**src/rtl/cadd_pkg.sv**
```systemverilog
`timescale 1ns/1ps
package cadd_pkg;
  // width of the lower part when a slice of w bits is cut in two
  function automatic int lo_width(input int w);
    return w / 2;
  endfunction

  // a slice becomes a leaf once it is no wider than the threshold
  function automatic bit is_leaf(input int w, input int lim);
    return (w <= lim) || (w <= 1);
  endfunction
endpackage

```
**src/rtl/cadd_leaf.sv**
```systemverilog
`timescale 1ns/1ps
module cadd_leaf #(
  parameter int W = 1
) (
  input  logic [W-1:0] a_i,
  input  logic [W-1:0] b_i,
  output logic [W-1:0] s_o,
  output logic [W-1:0] s1_o,
  output logic         g_o,
  output logic         p_o
);
  generate
    if (W == 1) begin : g_bit
      logic half;
      always_comb begin
        half = a_i[0] ^ b_i[0];
        s_o  = half;
        s1_o = ~half;
        g_o  = a_i[0] & b_i[0];
        p_o  = half;
      end
    end else begin : g_vec
      localparam logic [W-1:0] ONE = {{(W-1){1'b0}}, 1'b1};
      logic [W:0] full;
      always_comb begin
        full = {1'b0, a_i} + {1'b0, b_i};
        s_o  = full[W-1:0];
        s1_o = a_i + b_i + ONE;
        g_o  = full[W];
        p_o  = &(a_i ^ b_i);
      end
    end
  endgenerate
endmodule

```
**src/rtl/cadd_merge.sv**
```systemverilog
`timescale 1ns/1ps
module cadd_merge #(
  parameter int LW = 1,
  parameter int HW = 1
) (
  input  logic [LW-1:0]    lo_s_i,
  input  logic [LW-1:0]    lo_s1_i,
  input  logic             lo_g_i,
  input  logic             lo_p_i,
  input  logic [HW-1:0]    hi_s_i,
  input  logic [HW-1:0]    hi_s1_i,
  input  logic             hi_g_i,
  input  logic             hi_p_i,
  output logic [LW+HW-1:0] s_o,
  output logic [LW+HW-1:0] s1_o,
  output logic             g_o,
  output logic             p_o
);
  logic sel_s;
  logic sel_s1;

  always_comb begin
    // carry into the upper part: plain sum needs lower generate,
    // incremented sum also takes it when the lower part propagates
    sel_s  = lo_g_i;
    sel_s1 = lo_g_i | lo_p_i;
    s_o    = {(sel_s  ? hi_s1_i : hi_s_i), lo_s_i};
    s1_o   = {(sel_s1 ? hi_s1_i : hi_s_i), lo_s1_i};
    g_o    = hi_g_i | (hi_p_i & lo_g_i);
    p_o    = hi_p_i & lo_p_i;
  end
endmodule

```
**src/rtl/cadd_node.sv**
```systemverilog
`timescale 1ns/1ps
module cadd_node #(
  parameter int W   = 32,
  parameter int LIM = 1
) (
  input  logic [W-1:0] a_i,
  input  logic [W-1:0] b_i,
  output logic [W-1:0] s_o,
  output logic [W-1:0] s1_o,
  output logic         g_o,
  output logic         p_o
);
  generate
    if (cadd_pkg::is_leaf(W, LIM)) begin : g_leaf
      cadd_leaf #(.W(W)) u_leaf (
        .a_i (a_i),
        .b_i (b_i),
        .s_o (s_o),
        .s1_o(s1_o),
        .g_o (g_o),
        .p_o (p_o)
      );
    end else begin : g_split
      localparam int LW = cadd_pkg::lo_width(W);
      localparam int HW = W - LW;

      logic [LW-1:0] lo_s, lo_s1;
      logic [HW-1:0] hi_s, hi_s1;
      logic          lo_g, lo_p, hi_g, hi_p;

      cadd_node #(.W(LW), .LIM(LIM)) u_lo (
        .a_i (a_i[LW-1:0]),
        .b_i (b_i[LW-1:0]),
        .s_o (lo_s),
        .s1_o(lo_s1),
        .g_o (lo_g),
        .p_o (lo_p)
      );

      cadd_node #(.W(HW), .LIM(LIM)) u_hi (
        .a_i (a_i[W-1:LW]),
        .b_i (b_i[W-1:LW]),
        .s_o (hi_s),
        .s1_o(hi_s1),
        .g_o (hi_g),
        .p_o (hi_p)
      );

      cadd_merge #(.LW(LW), .HW(HW)) u_mrg (
        .lo_s_i (lo_s),
        .lo_s1_i(lo_s1),
        .lo_g_i (lo_g),
        .lo_p_i (lo_p),
        .hi_s_i (hi_s),
        .hi_s1_i(hi_s1),
        .hi_g_i (hi_g),
        .hi_p_i (hi_p),
        .s_o    (s_o),
        .s1_o   (s1_o),
        .g_o    (g_o),
        .p_o    (p_o)
      );
    end
  endgenerate
endmodule

```
**src/rtl/compound_adder.sv**
```systemverilog
`timescale 1ns/1ps
module compound_adder #(
  parameter int WIDTH       = 32,
  parameter int LOWER_LIMIT = 1
) (
  input  logic [WIDTH-1:0] x_i,
  input  logic [WIDTH-1:0] y_i,
  output logic [WIDTH-1:0] sum_o,
  output logic [WIDTH-1:0] sum_p1_o,
  output logic             gen_o,
  output logic             prop_o
);
  cadd_node #(.W(WIDTH), .LIM(LOWER_LIMIT)) u_root (
    .a_i (x_i),
    .b_i (y_i),
    .s_o (sum_o),
    .s1_o(sum_p1_o),
    .g_o (gen_o),
    .p_o (prop_o)
  );
endmodule

```
**config.mk**
```make
export PLATFORM = sky130hd
export DESIGN_NAME = compound_adder
export DESIGN_NICKNAME = d
export VERILOG_FILES = /design/src/rtl/cadd_pkg.sv /design/src/rtl/cadd_leaf.sv /design/src/rtl/cadd_merge.sv /design/src/rtl/cadd_node.sv /design/src/rtl/compound_adder.sv
export SDC_FILE = /design/constraint.sdc
export NUM_CORES = 1
export LEC_CHECK = 0
export BUFFER_PORTS_ARGS = -buffer_cell sky130_fd_sc_hd__buf_4
export CAP_MARGIN = 20
export CORE_MARGIN = 1
export CORE_UTILIZATION = 44
export DETAILED_ROUTE_END_ITERATION = 16
export PLACE_DENSITY = 0.81
export SLEW_MARGIN = 30
export SYNTH_ARGS = -nofsm -noshare
export SYNTH_HDL_FRONTEND = slang
export SYNTH_SLANG_ARGS = --single-unit
```
**constraint.sdc**
```tcl
create_clock -name vclk -period 3.4
set_clock_uncertainty 0.05 [all_clocks]
set_input_delay 0.51 -clock vclk [all_inputs]
set_output_delay 0.51 -clock vclk [all_outputs]
set_load 0.1 [all_outputs]
```
# --- Yosys cells after proc, flatten, opt, wreduce, memory -nomap -nowiden ---
# Index checks and enable logic that the tools add are counted.
totals:
  reg_bits: 0
  in_bits: 64
  out_inout_bits: 66
  word_cells: 282
classes:
  mux: 62
  bitwise: 220
ops:
  columns: ["op", "n"]
  rows:
  - ["1-bit bitwise AND", 94]
  - ["1-bit OR", 62]
  - ["1-bit 2-to-1 mux", 32]
  - ["16-bit 2-to-1 mux", 2]
  - ["2-bit 2-to-1 mux", 16]
  - ["4-bit 2-to-1 mux", 8]
  - ["8-bit 2-to-1 mux", 4]
  - ["1-bit NOT", 32]
  - ["1-bit bitwise XOR", 32]

# --- Logic depth before layout (Yosys ltp) ---
# Gate-level depths: netlist (run 1).
logic_depth:
  ltp_word: 11
  mapped_depth: 9
  ltp_nobuf: 8

# --- Cells and area by module ---
# A second synthesis (run 1) with hierarchy kept.
hier_totals:
  cells_unflattened: 514
  area_unflattened_um2: 4662.0
by_module_without_submodules:
  columns: ["mod", "n_inst", "cells_each", "area_per_inst_um2", "seq_area_each_um2"]
  rows:
  - ["cadd_merge (u_root.g_split.u_hi.g_split.u_hi.g_split.u_hi.g_split.u_hi.g_split.u_mrg ...)", 16, 7, 56.3, 0.0]
  - ["cadd_merge (u_root.g_split.u_hi.g_split.u_hi.g_split.u_hi.g_split.u_mrg ...)", 8, 11, 96.3, 0.0]
  - ["cadd_merge (u_root.g_split.u_hi.g_split.u_hi.g_split.u_mrg ...)", 4, 19, 191.4, 0.0]
  - ["cadd_leaf", 32, 3, 23.8, 0.0]
  - ["cadd_merge (u_root.g_split.u_hi.g_split.u_mrg ...)", 2, 36, 376.6, 0.0]
  - ["cadd_merge (u_root.g_split.u_mrg)", 1, 70, 710.7, 0.0]

# --- Worst setup path after synthesis (run 1) ---
# OpenSTA, ideal clock, no wires.
synth_timing:
  path_kind: "input to output"
  startpoint: "in x_i[0]"
  endpoint: "out sum_p1_o[25]"
  arrival_ps: 4305
  required_time_ps: 2840
  slack_ps: -1465
  cell_stages: 7
  path_buffers: 0
  cell_sequence: "ha_1 -> fa_1 -> a21oi_2 -> o21ai_2 -> a221oi_4 -> mux2i_2 -> o21ai_0"
synth_between:
  elab_chain_cells: 11
  word_cells_on_any_way: 16
  cone_classes: "1 x mux; 15 x bitwise"
synth_rtl:
  columns: ["item", "line", "text"]
  rows:
  - ["from (decl)", "compound_adder.sv:6", "input logic [WIDTH-1:0] x_i,"]
  - ["1-bit bitwise AND", "cadd_leaf.sv:19", "g_o = a_i[0] & b_i[0];"]
  - ["1-bit bitwise AND", "cadd_merge.sv:29", "g_o = hi_g_i | (hi_p_i & lo_g_i);"]
  - ["1-bit OR", "cadd_merge.sv:29", null]
  - ["1-bit bitwise AND", "cadd_merge.sv:29", null]
  - ["1-bit OR", "cadd_merge.sv:29", null]
  - ["1-bit bitwise AND", "cadd_merge.sv:29", null]
  - ["1-bit OR", "cadd_merge.sv:29", null]
  - ["1-bit bitwise AND", "cadd_merge.sv:29", null]
  - ["1-bit OR", "cadd_merge.sv:29", null]
  - ["1-bit OR *", "cadd_merge.sv:26", "sel_s1 = lo_g_i | lo_p_i;"]
  - ["16-bit 2-to-1 mux *", "cadd_merge.sv:28", "s1_o = {(sel_s1 ? hi_s1_i : hi_s_i), lo_s1_i};"]
  - ["to (decl)", "compound_adder.sv:9", "output logic [WIDTH-1:0] sum_p1_o,"]
# Mark *: on every way between the ends. The rest lies on a longest branch, timed or not.

# --- Worst setup path in the final report (run 1) ---
layout_timing:
  startpoint: "in y_i[4]"
  endpoint: "out sum_p1_o[30]"
layout_between:
  elab_chain_cells: 10
  word_cells_on_any_way: 16
  cone_classes: "1 x mux; 15 x bitwise"
layout_rtl:
  columns: ["item", "line", "text"]
  rows:
  - ["from (decl)", "compound_adder.sv:7", "input logic [WIDTH-1:0] y_i,"]
  - ["1-bit bitwise AND", "cadd_leaf.sv:19", null]
  - ["1-bit bitwise AND", "cadd_merge.sv:29", null]
  - ["1-bit OR", "cadd_merge.sv:29", null]
  - ["1-bit bitwise AND", "cadd_merge.sv:29", null]
  - ["1-bit OR (2 in series)", "cadd_merge.sv:29", null]
  - ["1-bit bitwise AND", "cadd_merge.sv:29", null]
  - ["1-bit OR", "cadd_merge.sv:29", null]
  - ["1-bit OR *", "cadd_merge.sv:26", null]
  - ["16-bit 2-to-1 mux *", "cadd_merge.sv:28", null]
# Marked as above.

==> reports/metrics.cfg, run 1 <==
[critical_path]
cp_common_cell = mux2i_4
cp_max_fo = 4
cp_top_family = compound AO/OA/AOI/OAI gates
path_cells = buf_6, ha_4, fa_2, a31oi_1, o21ai_2, a221oi_4, mux2i_4, mux2i_4, xnor2_4, buf_12
worstSetupEndpointType = output pin
cp-start-kind = primary input
worstSetupPathType = in -> out
worst_path_max_delay_cell = fa_2
slowest_delay_ns = 0.38
cp.required_ns = 2.84
arrival_ns = 2.94
crit_buf_inv = 2

[synth]
synth_area_mm2 = 0.00250
yosys_warnings = 0
synthesis.instances = 285
postSynthAreaPerCell_um2 = 8.77
netlist-cell-type-count = 40
ys_seq_area_share_pct = 0
syn_nets = 413

[run]
cap_viol_max_count = 0

[timing]
fmax_mhz = 286
slew_headroom_pct = 58.7
finalWorstSetupSlack_ns = -0.0983
setup_viol_count_final = 12
rsz0062_at_grt = true
finalCriticalPeriod_ns = 3.50
hold_viol = 0
finalCritPeriodShare_pct = 103
worst_slew_pin_slew_ns = 0.616
maxSlewViolCount = 0

[global_routing]
grt_pass1_wl_um = 13200
grt_antenna_before_repair = 0
globalRouteMet1Util_pct = 30.2
grt_max_degree = 10
grt_use_met3_pct = 1.65
grt_pass1_vias = 2948
overflow = 0
grt_use_met2_pct = 54.8
grt_usage_pct = 27.1
grt_most_used_layer = met2

[power]
powerDensity_mw_per_mm2 = 558
total_power_w = 0.00273
cellLeakagePower_nw = 2.33
ir_worst_vdd_uv = 514

[layout]
clockBufferCount = 0
diodes = 0
nFillCells = 269
fin_nets = 608
syn2layout_area_growth_pct = 95.3
seq_cell_count = 0
drive_above_1_share_pct = 62.3
final_core_util_pct = 88.7
seq_area_um2 = 0
final_area_mm2 = 0.00488

[floorplanning]
core_mm2 = 0.00551
dieArea_mm2 = 0.00599
std_cell_rows = 27
start_util_pct = 45.4
io_pins = 130
dieWidth_um = 77.4
die_h_um = 77.4

[placed_design]
dpl_cell_area_mm2 = 0.00436
pre_cts_ws_ns = -0.231
place_hpwl_um = 6780
port_buffers = 130
gp_congestion = 0.867

[min_path]
hold_end = sum_o[1]
holdCritPathClass = in -> out
hold_path_depth = 3
hp-start = y_i[1]

[routing]
viasPerCell = 5.32
drt_iter0_drc = 90
via_count = 2924
ant_nets = 0
wire_per_inst_um = 16.9
totalWireLength_um = 9280
drc_errors = 0
first_pass_iters = 4

[status]
status = finished, violations left
violations = negative setup slack

[cts]
holdBufCountCts = 0

==> layer usage <==
| metal | vias up | routed length, µm |
|---|---|---|
| met3 | 28 | 372 |
| met4 | 0 | 311 |
| met2 | 115 | 5150 |
| li1 | 1353 | - |
| met5 | - | 0 |
| met1 | 1428 | 3450 |
==> area by class of cell <==
type,instances,area [µm²],area share [%]
inverter,43,161,3.31
multi-input combinational,236,2900,59.5
tap,72,90.1,1.85
timing repair buffer,199,1730,35.4
==> cell usage in the layout (no fill, tap or decap), drive strengths merged, types with 10 or more instances in the layout <==
cell	instances
buf	199
inv	43
mux2	22
nand2	10
fa	16
mux2i	13
o21ai	14
xnor2	31
a31oi	19
a21oi	10
ha	48
xor2	15
==> kinds of logic after synthesis <==
| family | Yosys count | synth area share (%) |
|---|---|---|
| compound gates | 54 | 16.1 |
| fa+ha+maj | 64 | 36.8 |
| buf+inv | 49 | 7.76 |
| simple gates | 37 | 7.41 |
| xor+xnor | 46 | 16.1 |
| mux | 35 | 15.8 |
==> per-stage QoR <==
step	hold slack, ns	std cells	setup TNS [ns]
3_3_place_gp	1.52	539	-1.98
2_1_floorplan	1.44	285	-9.66
6_report	1.54	550	-0.487
3_5_place_dp	1.54	539	-2.64
4_1_cts	1.55	545	-0.0902
5_1_grt	1.57	550	-1.80
==> where the power goes <==
part	total [W]	switching, W	internal (W)	leakage [nW]
Clock	0	0	0	0
Sequential	0	0	0	0
Combinational	0.00273	0.00189	0.000831	2.33
Total	0.00273	0.00189	0.000831	2.33
==> tightest hold or removal path: cells and delay by family <==
family,cells,cell delay [ns]
fa+ha+maj,1,0.19
buf+inv,2,0.38
==> Yosys cell counts, types with 2 or more instances <==
library cell	n	area share, %
buf_4	2	0.60
inv_1	43	6.5
nand3_1	3	0.60
clkbuf_1	2	0.30
mux2_1	4	1.8
nand4_1	9	2.3
xnor2_1	31	11
xor2_1	15	5.3
o21ai_1	7	1.4
nand2_1	10	1.5
a211oi_1	2	0.60
fa_1	16	13
o21ai_0	5	1.0
mux2i_1	11	4.4
a211oi_2	2	1.0
o21ai_2	2	0.70
ha_1	48	24
o211ai_1	2	0.60
nor2_1	8	1.2
mux2_2	18	8.1
a21oi_1	8	1.6
buf_2	2	0.40
a31oi_1	18	4.5
==> how the worst max path moves through the flow <==
stage | startpoint | endpoint | slack (ns) | depth (start not counted)
floorplan | x_i[0] | sum_o[29] | -0.75 | 8
global placement | x_i[8] | sum_p1_o[28] | -0.19 | 11
detailed placement | x_i[8] | sum_p1_o[23] | -0.23 | 11
CTS | y_i[2] | sum_o[28] | -0.06 | 12
global route | x_i[6] | sum_o[28] | -0.17 | 11
finish | y_i[4] | sum_p1_o[30] | -0.1 | 10
==> timing repair <==
item | 4_1_cts | 5_1_grt
setup buffers | 6 | 5
resized for setup | 52 | 46
endpoints found under the setup margin | 26 | 29
pin swaps | 20 | 19
Note: power is estimated with default switching activity, not from simulation.
==> run 2: changes to the inputs <==
CORE_UTILIZATION = 45   (was 44)
PLACE_DENSITY = 0.8   (was 0.81)
clock period = 3.62 ns   (was 3.4 ns; I/O delays follow)
==> run 2 against run 1 <==
Net effect:
- the run now ends clean
- first-iteration DRC count down 31%
- worst setup slack better by 0.11 ns
- critical path depth up 2
- wire length down 19%
- die area down 2.2%
- via count down 8.4%
- core utilization down 5.7 points
- sequential share of layout area unchanged
- hold slack better by 0.071 ns
- final cell count down 5.6%
- non-clock buffer count down 29
- critical path type unchanged
- critical endpoint is now sum_o[30]
- largest power group unchanged
- highest routed layer unchanged
==> reports/metrics.cfg, run 2 (synthesis results as in run 1) <==
[routing]
totalWireLength_um = 7500
drc_errors = 0
first_pass_iters = 4
viasPerCell = 5.16
ant_nets = 0
drt_iter0_drc = 62
via_count = 2677
wire_per_inst_um = 14.4

[power]
clockPowerShare_pct = 0
seqPwrFrac_pct = 0
ir_worst_vdd_uv = 413
p_sw_share_pct = 71.9
power_frac_comb_pct = 100.0
powerDensity_mw_per_mm2 = 547
cellLeakagePower_nw = 2.11
p_switching_w = 0.00171
total_power_w = 0.00238
p_int_w = 0.000667

[global_routing]
grt_antenna_before_repair = 0
grt_max_degree = 8
grt_pass1_wl_um = 11800
grt_pass1_vias = 2774
grt_usage_pct = 23.8
overflow = 0

[critical_path]
worstSetupEndpointType = output pin
cp-start-kind = primary input
cp_top_family = buffers and inverters
slowest_delay_ns = 0.42
path_cells = buf_8, ha_4, fa_2, a211oi_4, a211oi_4, buf_4, a21oi_4, mux2i_4, mux2i_1, buf_4, xnor2_4, buf_6
arrival_ns = 3.01
cp.required_ns = 3.03
worst_path_max_delay_cell = fa_2
cp_max_fo = 4
cp_num_cells = 12
worstSetupPathType = in -> out
crit_start = y_i[14]
crit_buf_inv = 4

[run]
cap_viol_max_count = 0

[timing]
finalCriticalPeriod_ns = 3.61
fmax_mhz = 277
worst_slew_pin_slew_ns = 0.451
maxSlewViolCount = 0
hold_viol = 0
setup_viol_count_final = 0
slew_headroom_pct = 69.6
rsz0062_at_grt = true
finalCritPeriodShare_pct = 99.7

[layout]
nFillCells = 325
final_core_util_pct = 82.9
drive_above_1_share_pct = 56.8
diodes = 0
seq_area_um2 = 0
fin_nets = 579
clockBufferCount = 0
final_common_cell = buf_4
syn2layout_area_growth_pct = 73.8
seq_cell_count = 0
mostFrequentLayoutCells = 154 x buf_4, 43 x inv_1, 42 x ha_1

[floorplanning]
core_mm2 = 0.00524
io_pins = 130
std_cell_rows = 26
dieWidth_um = 76.5
start_util_pct = 47.7
die_h_um = 76.5
dieArea_mm2 = 0.00586

[placed_design]
gp_congestion = 0.862
place_hpwl_um = 6060
port_buffers = 130

[status]
status = completed

[min_path]
hold_path_depth = 3
holdCritPathClass = in -> out
hp-start = y_i[1]

run 2: cell types whose count changed in the layout (fill, tap and decap cells not counted), moves of 4 or more:
cell | before | now
buf_12 | 7 | 2
buf_4 | 159 | 154
buf_6 | 27 | 12
buf_8 | 6 | 2
run 2: final cells by class:
type / count / area (µm²) / area share, %
multi-input combinational: 236 / 2730 / 62.9
tap: 70 / 87.6 / 2.02
timing repair buffer: 170 / 1360 / 31.3
inverter: 43 / 161 / 3.72
run 2: power by group through the flow:
stage               sequential, W  clock (W)  combinational, W
finish                          0          0           0.00238
detailed placement              0          0           0.00229
CTS                             0          0           0.00232
floorplan                       0          0           0.00180
global route                    0          0           0.00246
global placement                0          0           0.00227
run 2: through the flow:
step / setup slack, ns / setup TNS (ns) / area, µm² / hold slack [ns] / instances
2_1_floorplan: -0.594 / -6.24 / 2810 / 1.51 / 285
3_3_place_gp: -0.0745 / -0.161 / 4120 / 1.61 / 516
3_5_place_dp: -0.0756 / -0.310 / 4120 / 1.61 / 516
4_1_cts: -0.0288 / -0.0288 / 4160 / 1.61 / 516
5_1_grt: -0.0839 / -0.192 / 4340 / 1.62 / 519
6_report: 0.0126 / 0 / 4340 / 1.61 / 519
run 2: metal layers:
metal	wire, µm	global-route usage (%)
met1	2960	28.0
met2	4070	46.3
met3	328	2.51
met4	136	3.85
met5	0	0
run 2: worst min-delay path, delay by kind of cell:
| family | cells | cell delay [ns] |
|---|---|---|
| buf+inv | 2 | 0.38 |
| fa+ha+maj | 1 | 0.20 |
run 2: path summary, 6_finish.rpt:
path,to
setup / recovery,sum_o[30]
hold / removal,sum_o[1]
run 2: repair_timing:
action,4_1_cts,5_1_grt
buffers inserted,0,3
hold buffers,0,0
pin swaps,0,14
gates resized for setup,11,33
endpoints found under the setup margin,8,24
